===== config.mk =====
export PLATFORM = sky130hd
export DESIGN_NAME = sb_issue_ctl
export DESIGN_NICKNAME = d
export VERILOG_FILES = /design/src/rtl/sb_pkg.sv /design/src/rtl/sb_row.sv /design/src/rtl/sb_hazard.sv /design/src/rtl/sb_issue_ctl.sv
export SDC_FILE = /design/constraint.sdc
export NUM_CORES = 1
export LEC_CHECK = 0
export BUFFER_PORTS_ARGS = -buffer_cell sky130_fd_sc_hd__buf_2
export CAP_MARGIN = 20
export CORE_ASPECT_RATIO = 0.8
export CORE_MARGIN = 4
export CORE_UTILIZATION = 55
export CTS_CLUSTER_SIZE = 40
export DETAILED_ROUTE_END_ITERATION = 8
export GPL_TIMING_DRIVEN = 0
export PLACE_DENSITY = 0.75
export SYNTH_ARGS = -nofsm -noshare
export SYNTH_HDL_FRONTEND = slang
export SYNTH_SLANG_ARGS = --single-unit

===== constraint.sdc =====
create_clock -name clk -period 3 [get_ports clk]
set_input_delay 0.6 -clock clk [delete_from_list [all_inputs] [get_ports clk]]
set_output_delay 0.6 -clock clk [all_outputs]
set_load 0.01 [all_outputs]

===== src/rtl/sb_pkg.sv =====
package sb_pkg;

    localparam int REG_W    = 5;
    localparam int OP_W     = 6;
    localparam int CLS_W    = 3;

    localparam int N_INT    = 1;
    localparam int N_MEM    = 1;
    localparam int N_ADD    = 3;
    localparam int N_MUL    = 2;
    localparam int N_DIV    = 1;

    localparam int BASE_INT = 0;
    localparam int BASE_MEM = BASE_INT + N_INT;
    localparam int BASE_ADD = BASE_MEM + N_MEM;
    localparam int BASE_MUL = BASE_ADD + N_ADD;
    localparam int BASE_DIV = BASE_MUL + N_MUL;
    localparam int NUM_ROWS = BASE_DIV + N_DIV;
    localparam int ROW_W    = $clog2(NUM_ROWS);

    localparam int LAT_INT  = 1;
    localparam int LAT_MEM  = 1;
    localparam int LAT_ADD  = 1;
    localparam int LAT_MUL  = 3;
    localparam int LAT_DIV  = 4;
    localparam int LAT_MAX  = 4;
    localparam int CNT_W    = $clog2(LAT_MAX + 1);

    typedef enum logic [CLS_W-1:0] {
        CLS_INT = 3'd0,
        CLS_MEM = 3'd1,
        CLS_ADD = 3'd2,
        CLS_MUL = 3'd3,
        CLS_DIV = 3'd4,
        CLS_NONE = 3'd7
    } unit_cls_e;

    typedef enum logic [2:0] {
        WHY_NONE   = 3'd0,
        WHY_UNIT   = 3'd1,
        WHY_RAW    = 3'd2,
        WHY_WAW    = 3'd3,
        WHY_WAR    = 3'd4,
        WHY_WBPORT = 3'd5
    } stall_e;

    typedef struct packed {
        logic             busy;
        logic [OP_W-1:0]  op;
        logic [REG_W-1:0] dst;
        logic [REG_W-1:0] src1;
        logic [REG_W-1:0] src2;
        logic [CNT_W-1:0] cnt;
    } row_t;

    typedef struct packed {
        logic             valid;
        unit_cls_e        cls;
        logic [REG_W-1:0] dst;
        logic [REG_W-1:0] src1;
        logic [REG_W-1:0] src2;
    } req_t;

    function automatic unit_cls_e row_cls(input int idx);
        if (idx < BASE_MEM)      return CLS_INT;
        else if (idx < BASE_ADD) return CLS_MEM;
        else if (idx < BASE_MUL) return CLS_ADD;
        else if (idx < BASE_DIV) return CLS_MUL;
        else if (idx < NUM_ROWS) return CLS_DIV;
        else                     return CLS_NONE;
    endfunction

    function automatic logic [CNT_W-1:0] cls_lat(input unit_cls_e c);
        case (c)
            CLS_INT: return CNT_W'(LAT_INT);
            CLS_MEM: return CNT_W'(LAT_MEM);
            CLS_ADD: return CNT_W'(LAT_ADD);
            CLS_MUL: return CNT_W'(LAT_MUL);
            CLS_DIV: return CNT_W'(LAT_DIV);
            default: return CNT_W'(1);
        endcase
    endfunction

endpackage


===== src/rtl/sb_row.sv =====
module sb_row
    import sb_pkg::*;
(
    input  logic             clk,
    input  logic             rst,
    input  logic             wr_en,
    input  logic [OP_W-1:0]  wr_op,
    input  logic [REG_W-1:0] wr_dst,
    input  logic [REG_W-1:0] wr_src1,
    input  logic [REG_W-1:0] wr_src2,
    input  logic [CNT_W-1:0] wr_lat,
    input  logic             done,
    output row_t             st
);

    always_ff @(posedge clk) begin
        if (rst) begin
            st <= '0;
        end else if (wr_en) begin
            st.busy <= 1'b1;
            st.op   <= wr_op;
            st.dst  <= wr_dst;
            st.src1 <= wr_src1;
            st.src2 <= wr_src2;
            st.cnt  <= wr_lat - CNT_W'(1);
        end else if (done && st.busy) begin
            st <= '0;
        end else if (st.busy && st.cnt != '0) begin
            st.cnt <= st.cnt - CNT_W'(1);
        end
    end


    done_clears_chk: assert property (@(posedge clk) disable iff (rst)
        (done && !wr_en && st.busy) |=> !st.busy);


    hold_busy_chk: assert property (@(posedge clk) disable iff (rst)
        (st.busy && !done && !wr_en) |=> st.busy);


    op_latch_chk: assert property (@(posedge clk) disable iff (rst)
        wr_en |=> (st.busy && st.op == $past(wr_op) && st.dst == $past(wr_dst)));


    cnt_bound_chk: assert property (@(posedge clk) disable iff (rst)
        st.cnt <= CNT_W'(LAT_MAX - 1));

endmodule


===== src/rtl/sb_hazard.sv =====
module sb_hazard
    import sb_pkg::*;
(
    input  logic [NUM_ROWS-1:0]            row_busy,
    input  logic [NUM_ROWS-1:0][REG_W-1:0] row_dst,
    input  logic [NUM_ROWS-1:0][REG_W-1:0] row_src1,
    input  logic [NUM_ROWS-1:0][REG_W-1:0] row_src2,
    input  logic [NUM_ROWS-1:0][CNT_W-1:0] row_cnt,
    input  logic [NUM_ROWS-1:0]            done,
    input  req_t                           req,
    input  logic [CNT_W-1:0]               req_lat,
    output logic                           grant,
    output logic [ROW_W-1:0]               pick,
    output stall_e                         why
);

    logic [NUM_ROWS-1:0] live;
    logic [NUM_ROWS-1:0] free_hit;
    logic [NUM_ROWS-1:0] raw_hit;
    logic [NUM_ROWS-1:0] war_hit;
    logic [NUM_ROWS-1:0] waw_hit;
    logic [NUM_ROWS-1:0] port_hit;

    logic s1_real, s2_real, d_real;
    assign s1_real = (req.src1 != '0);
    assign s2_real = (req.src2 != '0);
    assign d_real  = (req.dst  != '0);

    for (genvar i = 0; i < NUM_ROWS; i++) begin : g_search
        localparam unit_cls_e RC = row_cls(i);
        assign live[i]     = row_busy[i] & ~done[i];
        assign free_hit[i] = (req.cls == RC) & ~live[i];
        assign raw_hit[i]  = live[i] &
                             ((s1_real && req.src1 == row_dst[i]) ||
                              (s2_real && req.src2 == row_dst[i]));
        assign war_hit[i]  = live[i] & d_real &
                             (req.dst == row_src1[i] || req.dst == row_src2[i]);
        assign waw_hit[i]  = live[i] & d_real & (req.dst == row_dst[i]);
        assign port_hit[i] = live[i] & (row_cnt[i] == req_lat);
    end

    logic found;
    always_comb begin
        pick  = '0;
        found = 1'b0;
        for (int i = 0; i < NUM_ROWS; i++) begin
            if (free_hit[i] && !found) begin
                pick  = ROW_W'(i);
                found = 1'b1;
            end
        end
    end

    always_comb begin
        if (!req.valid)        why = WHY_NONE;
        else if (!found)       why = WHY_UNIT;
        else if (|raw_hit)     why = WHY_RAW;
        else if (|waw_hit)     why = WHY_WAW;
        else if (|war_hit)     why = WHY_WAR;
        else if (|port_hit)    why = WHY_WBPORT;
        else                   why = WHY_NONE;
        grant = req.valid && (why == WHY_NONE);
    end

endmodule


===== src/rtl/sb_issue_ctl.sv =====
module sb_issue_ctl
    import sb_pkg::*;
(
    input  logic                clk,
    input  logic                rst,
    input  logic                in_valid,
    input  logic [CLS_W-1:0]    in_cls,
    input  logic [OP_W-1:0]     in_op,
    input  logic [REG_W-1:0]    in_dst,
    input  logic [REG_W-1:0]    in_src1,
    input  logic [REG_W-1:0]    in_src2,
    input  logic [NUM_ROWS-1:0] wb_done,
    output logic                issue_grant,
    output logic [ROW_W-1:0]    issue_row,
    output logic [2:0]          stall_why
);

    req_t             req;
    logic [CNT_W-1:0] req_lat;
    stall_e           why;

    assign req.valid = in_valid;
    assign req.cls   = unit_cls_e'(in_cls);
    assign req.dst   = in_dst;
    assign req.src1  = in_src1;
    assign req.src2  = in_src2;
    assign req_lat   = cls_lat(req.cls);

    row_t                           rows [NUM_ROWS];
    logic [NUM_ROWS-1:0]            row_busy;
    logic [NUM_ROWS-1:0][REG_W-1:0] row_dst;
    logic [NUM_ROWS-1:0][REG_W-1:0] row_src1;
    logic [NUM_ROWS-1:0][REG_W-1:0] row_src2;
    logic [NUM_ROWS-1:0][CNT_W-1:0] row_cnt;

    for (genvar i = 0; i < NUM_ROWS; i++) begin : g_row
        sb_row u_row (
            .clk     (clk),
            .rst     (rst),
            .wr_en   (issue_grant && issue_row == ROW_W'(i)),
            .wr_op   (in_op),
            .wr_dst  (in_dst),
            .wr_src1 (in_src1),
            .wr_src2 (in_src2),
            .wr_lat  (req_lat),
            .done    (wb_done[i]),
            .st      (rows[i])
        );
        assign row_busy[i] = rows[i].busy;
        assign row_dst[i]  = rows[i].dst;
        assign row_src1[i] = rows[i].src1;
        assign row_src2[i] = rows[i].src2;
        assign row_cnt[i]  = rows[i].cnt;
    end

    sb_hazard u_hazard (
        .row_busy (row_busy),
        .row_dst  (row_dst),
        .row_src1 (row_src1),
        .row_src2 (row_src2),
        .row_cnt  (row_cnt),
        .done     (wb_done),
        .req      (req),
        .req_lat  (req_lat),
        .grant    (issue_grant),
        .pick     (issue_row),
        .why      (why)
    );

    assign stall_why = why;


    idle_quiet_chk: assert property (@(posedge clk) disable iff (rst)
        !in_valid |-> (!issue_grant && stall_why == 3'd0));


    row_class_chk: assert property (@(posedge clk) disable iff (rst)
        issue_grant |-> (row_cls(int'(issue_row)) == unit_cls_e'(in_cls)));


    grant_free_chk: assert property (@(posedge clk) disable iff (rst)
        issue_grant |-> (!row_busy[issue_row] || wb_done[issue_row]));


    grant_fills_chk: assert property (@(posedge clk) disable iff (rst)
        issue_grant |=> row_busy[$past(issue_row)]);

endmodule


== Yosys cells after proc, flatten, opt, wreduce, memory -nomap -nowiden ==
Cells that the tools add are included.
Storage, ports and cells
  register bits after elaboration: 152
  input port bits: 35
  output and inout port bits: 7
  logic and storage cells: 339
Operators by class
  $add $sub $neg: 9
  equality and inequality tests: 59
  mux-type cells: 54
  bitwise operators: 72
  reductions and logical operators: 105
Operators with widths (count)
  $eq 5x5->1: 40
  $mux 25: 8
  $mux 22: 8
  $mux 3: 26
  $and 1x1->1: 56
  $logic_and 1x1->1: 48
  $reduce_bool 3->1: 16
  $reduce_or 8->1: 4
  $sub 3x1->3 const B: 9
  $eq 3x3->1: 8
  $logic_or 1x1->1: 16
  $not 1->1: 16
  $reduce_bool 2->1: 8
  $eq 3x3->1 const B: 5
  $reduce_bool 5->1: 3
  $eq 3x2->1 const B: 4
  $logic_not 3->1: 3
  $mux 1: 9
  $logic_not 1->1: 7
  $eq 3x1->1 const B: 2
  $pmux 3 s2: 1
  $mux 2: 2

== Longest topological paths before layout ==
  word-level depth: 32
  gate-level depth with buffers: 12
  gate-level depth less buffers: 8

== Modules after synthesis ==
Synthesis repeated with hierarchy kept, for this count alone.
Unflattened totals
  cells, all modules: 1262
  area, all modules: 11095.6 um^2
Modules (own cells, without submodules)
  sb_row: times used 8, cells each 103, area an instance 975.9 um^2, seq. area each 500.5 um^2
  sb_hazard: times used 1, cells each 427, area an instance 3170.5 um^2, seq. area each 0.0 um^2
  sb_issue_ctl: times used 1, cells each 11, area an instance 117.6 um^2, seq. area each 0.0 um^2

== Worst setup path after synthesis ==
Ideal clock, no wire load.
  kind: input port to flip-flop
  start point: input port in_src2[1]
  end point: register g_row[2].u_row.st[12] in the netlist's numbering
  setup time: 0.073 ns
  data arrival time: 3.078 ns
  required time: 2.927 ns
  setup slack: -0.150 ns
  stages: 11
  path buffers: 3
  cell sequence: buf_4 nor3_2 nand2_1 nand4_1 a21boi_0 or4_4 or4_4 nor4_2 buf_6 buf_8 mux2i_1
On the way
  cells in the longest elaborated chain, start to end: 12
  elaborated cells on any way between the ends: 42
  classes of those cells: 8 x eq/ne; 4 x mux; 8 x bitwise; 22 x reduce/logical
RTL lines
  from (decl): line sb_issue_ctl.sv:11  | input logic [REG_W-1:0] in_src2,
  $eq 5x5->1 / $reduce_bool 5->1 (equally long branches): line sb_hazard.sv:35, sb_hazard.sv:26
  $logic_and 1x1->1: line sb_hazard.sv:35  | (s2_real && req.src2 == row_dst[i]));
  $logic_or 1x1->1: line sb_hazard.sv:34  | ((s1_real && req.src1 == row_dst[i]) ||
  $and 1x1->1: line sb_hazard.sv:33  | assign raw_hit[i] = live[i] &
  $reduce_or 8->1 (*): line sb_hazard.sv:57  | else if (|raw_hit) why = WHY_RAW;
  $mux 3 (*): line sb_hazard.sv:57
  $mux 3 (*): line sb_hazard.sv:56  | else if (!found) why = WHY_UNIT;
  $mux 3 (*): line sb_hazard.sv:55  | if (!req.valid) why = WHY_NONE;
  $logic_not 3->1 (*): line sb_hazard.sv:62  | grant = req.valid && (why == WHY_NONE);
  $logic_and 1x1->1 (*): line sb_hazard.sv:62
  $logic_and 1x1->1 (*): line sb_issue_ctl.sv:40  | .wr_en (issue_grant && issue_row == ROW_W'(i)),
  $mux 25 / $reduce_bool 2->1 (equally long branches)
  to (decl): line sb_row.sv:13  | output row_t st
Mark *: on every way between the ends. The rest lies on a longest branch, timed or not.
A chain may end at the register's enable or synchronous reset.

== Final worst setup path ==
  start point: input port in_dst[4]
  end point: output port stall_why[0]
On the way
  cells in the longest elaborated chain, start to end: 9
  elaborated cells on any way between the ends: 64
  classes of those cells: 24 x eq/ne; 5 x mux; 24 x bitwise; 11 x reduce/logical
RTL lines
  from (decl): line sb_issue_ctl.sv:9  | input logic [REG_W-1:0] in_dst,
  $reduce_bool 5->1 / $eq 5x5->1 (equally long branches): line sb_hazard.sv:27, sb_hazard.sv:37
  $and 1x1->1 / $logic_or 1x1->1 (equally long branches): line sb_hazard.sv:36, sb_hazard.sv:38, sb_hazard.sv:37
  $and 1x1->1: line sb_hazard.sv:36  | assign war_hit[i] = live[i] & d_real &
  $reduce_or 8->1: line sb_hazard.sv:59  | else if (|war_hit) why = WHY_WAR;
  $mux 3: line sb_hazard.sv:59
  $mux 3 (*): line sb_hazard.sv:58  | else if (|waw_hit) why = WHY_WAW;
  $mux 3 (*): line sb_hazard.sv:57
  $mux 3 (*): line sb_hazard.sv:56
  $mux 3 (*): line sb_hazard.sv:55
  to (decl): line sb_issue_ctl.sv:15  | output logic [2:0] stall_why
Marks and branches as above.

==> reports/results.txt <==
max reg flops - 152
min-delay worst type - in2reg
height of the die - 122 um
R2R Setup Slk - -0.04 ns
Critical Path, Cell by Cell - buf_12 > or4_4 > nor2_4 > buf_6 > a211oi_4 > nor4_4 > nand2_1 > o21bai_1 > o2bb2ai_1 > buf_2
I/O pin total - 42
Hold Violations, Final - 0
vias post-DR - 7,877
HP Start - wb_done[7]
CTS root buffer - clkbuf_16
post-detail-place hpwl - 18,700 um
Synth async-reset ratio - 0
WHS - 0.458 ns
Overall Global Routing Usage - 0.309
initial antenna violation count - 0
fillers - 1,206
Clock Pin Slew Worst Setup and Hold Paths - 0.06 ns
Post-synth EDFFs - 0
reg2reg start - g_row[0].u_row.st[14]
failing checks - setup timing
Peak VDD IR - 0.478 mV
predominant post-synthesis flop cell - dfxtp_1
GP Congestion - 0.951
crit path launch type - input port
Fin Clk Skew - 0.0108 ns
Clock Sinks - 152
port buffer count - 20
critical path class - in2out
Synth Instances - 1,013
worst path bufs/invs - 3
critical path data required time - 2.40 ns
Slew HR - 0.270
antenna-violating nets left - 0
Syn Nets - 1,064
initial DRC count - 845
first-pass GRT wire length - 42,700 um
Largest Register - g_row.u_row.st
initial core utilization - 0.565
die area - 18,400 um2
status - finished with violations
Pre-Repair DR Iteration Count - 7
Critical Path Sink Type - output pin
DRC - 0
Critical Path AT - 2.76 ns
Cell Area, Synth - 8950 um2
layout cells sized above 1 - 0.178
reg2reg path depth - 11
Synth warnings - 0
hold depth - 4
setup TNS - -2.15 ns
Slew @ Worst Pin - 1.09 ns
CTS max path bufs - 2
clock latency at the later pin of the worst-skew pair - 0.44 ns
crit share post-route - 1.12
# nets final - 1,146
Worst Path Max Fanout - 6
largest net degree at the start of global routing - 17
site row count - 41
most frequent cells in the layout - nand2_1, dfxtp_1, xnor2_1, mux2i_1, xor2_1
gr ovfl total - 0
Max Fclk - 298 MHz
pwr dens - 440 nW/um2
DR WL/cell - 21.7 um
H-tree lvl count - 4
RSZ-0062 raised after global routing - yes
area of the core - 15,900 um2
Worst R2R End - g_row[2].u_row.st[4]
LEAKAGE - 4.19 nW
most common cell after layout, fill and taps aside - nand2_1
Total Wirelength - 28,700 um
final setup vio count - 32
Via density - 5.95
Slew Viols, Final - 0
sequential fraction of the synthesis area - 0.340
biggest cell delay along the critical path - 0.59 ns
syn_area_per_cell - 8.84 um2
worst min-delay path endpoint - g_row[7].u_row.st[0]
Final min period - 3.36 ns
CTS tree - done
vias in the first global route - 7,523
CP delay by family, top - simple AND/OR/NAND/NOR gates
Synth Register Bits - 152
Max stage delay cell, worst path - or4_4
chip width - 151 um
max cap viols - 0
Finished Core Util - 0.680
Layout area overhead - 20.3%
worst setup margin - -0.359 ns
CTS Buf Count - 17
synth unique cells - 49
Regs by FF count - g_row.u_row.st x152
-- per-stage QoR --
stage | instances | cell area [um2] | power (mW) | worst slack [ns]
after global placement | 1248 | 9350 | 2.62 | -0.971
after detailed placement | 1248 | 9350 | 2.63 | -1.03
final | 1323 | 10800 | 4.74 | -0.359
after global routing | 1322 | 10800 | 4.86 | -0.412
after CTS | 1293 | 10200 | 4.69 | -0.298
after floorplan | 1013 | 8980 | 2.47 | -0.0998
-- kinds of logic (layout without fill, tap and decap cells) --
kind of cell	count (synthesis)	in the layout	synth area share
xor+xnor	216	216	0.211
compound gates	77	77	0.0524
simple gates	349	349	0.189
flops	152	152	0.340
fa+ha+maj	16	16	0.0224
mux	120	120	0.134
buf+inv	83	177	0.0507
other cells	0	1	0
-- where the power goes --
part           internal (mW)  switching, mW  leakage [nW]
clock                   1.18          0.899         0.270
combinational          0.230          0.365          2.68
sequential              2.04         0.0263          1.24
-- routing by layer --
layer / global-route usage / share of wire / wire, um
met5: 0 / 0 / 0
met4: 0.127 / 0.039 / 1120
met3: 0.0777 / 0.11 / 3090
met2: 0.458 / 0.42 / 12100
met1: 0.430 / 0.43 / 12300
-- final cells by class --
class / instances / area (um2) / area share
inverter: 26 / 97.6 / 0.00906
clock buffer: 21 / 460 / 0.0427
buffer: 57 / 604 / 0.0561
clock inverter: 10 / 95.1 / 0.00883
antenna: 1 / 2.50 / 0.000232
timing repair buffer: 63 / 515 / 0.0479
tap: 215 / 269 / 0.0250
multi-input combinational: 778 / 5650 / 0.525
sequential: 152 / 3080 / 0.286
-- what timing repair did --
item | 4_1_cts | 5_1_grt
pin swaps | 16 | 15
setup endpoints to repair | 156 | 145
setup buffers | 14 | 28
resized for setup | 63 | 79
gates cloned | 0 | 1
hold buffers | 0 | 0
-- how the worst max path moves through the flow --
stage | from | to | slack, ns | cells past startpoint
3_5_place_dp | in_cls[2] | g_row[7].u_row.st[3] | -1.03 | 12
5_1_grt | g_row[0].u_row.st[14] | issue_grant | -0.41 | 8
4_1_cts | g_row[0].u_row.st[15] | issue_grant | -0.30 | 8
6_report | in_dst[4] | stall_why[0] | -0.36 | 10
3_3_place_gp | in_cls[2] | g_row[7].u_row.st[4] | -0.97 | 12
2_1_floorplan | in_dst[3] | issue_grant | -0.1 | 8
-- tightest hold or removal path, stage by stage --
cell and delay [ns]:
buf_2 0.09, nand2_1 0.05, nand2_1 0.05, a21oi_1 0.05
-- synth_stat cells (6+ instances only) --
| master | n | area (um2) |
|---|---|---|
| a21oi_1 | 38 | 190 |
| and3_1 | 18 | 113 |
| buf_2 | 21 | 105 |
| buf_4 | 16 | 120 |
| buf_6 | 6 | 67.6 |
| clkbuf_1 | 13 | 48.8 |
| dfxtp_1 | 152 | 3040 |
| ha_1 | 16 | 200 |
| inv_1 | 26 | 97.6 |
| mux2i_1 | 120 | 1200 |
| nand2_1 | 160 | 601 |
| nand2b_1 | 11 | 68.8 |
| nand3_1 | 15 | 75.1 |
| nand4_1 | 26 | 163 |
| nor2_1 | 28 | 105 |
| nor2b_1 | 10 | 62.6 |
| nor3_1 | 53 | 265 |
| nor4_1 | 10 | 62.6 |
| o21a_1 | 6 | 45.0 |
| xnor2_1 | 123 | 1080 |
| xor2_1 | 93 | 815 |
Power figures use the tool's default switching activity.
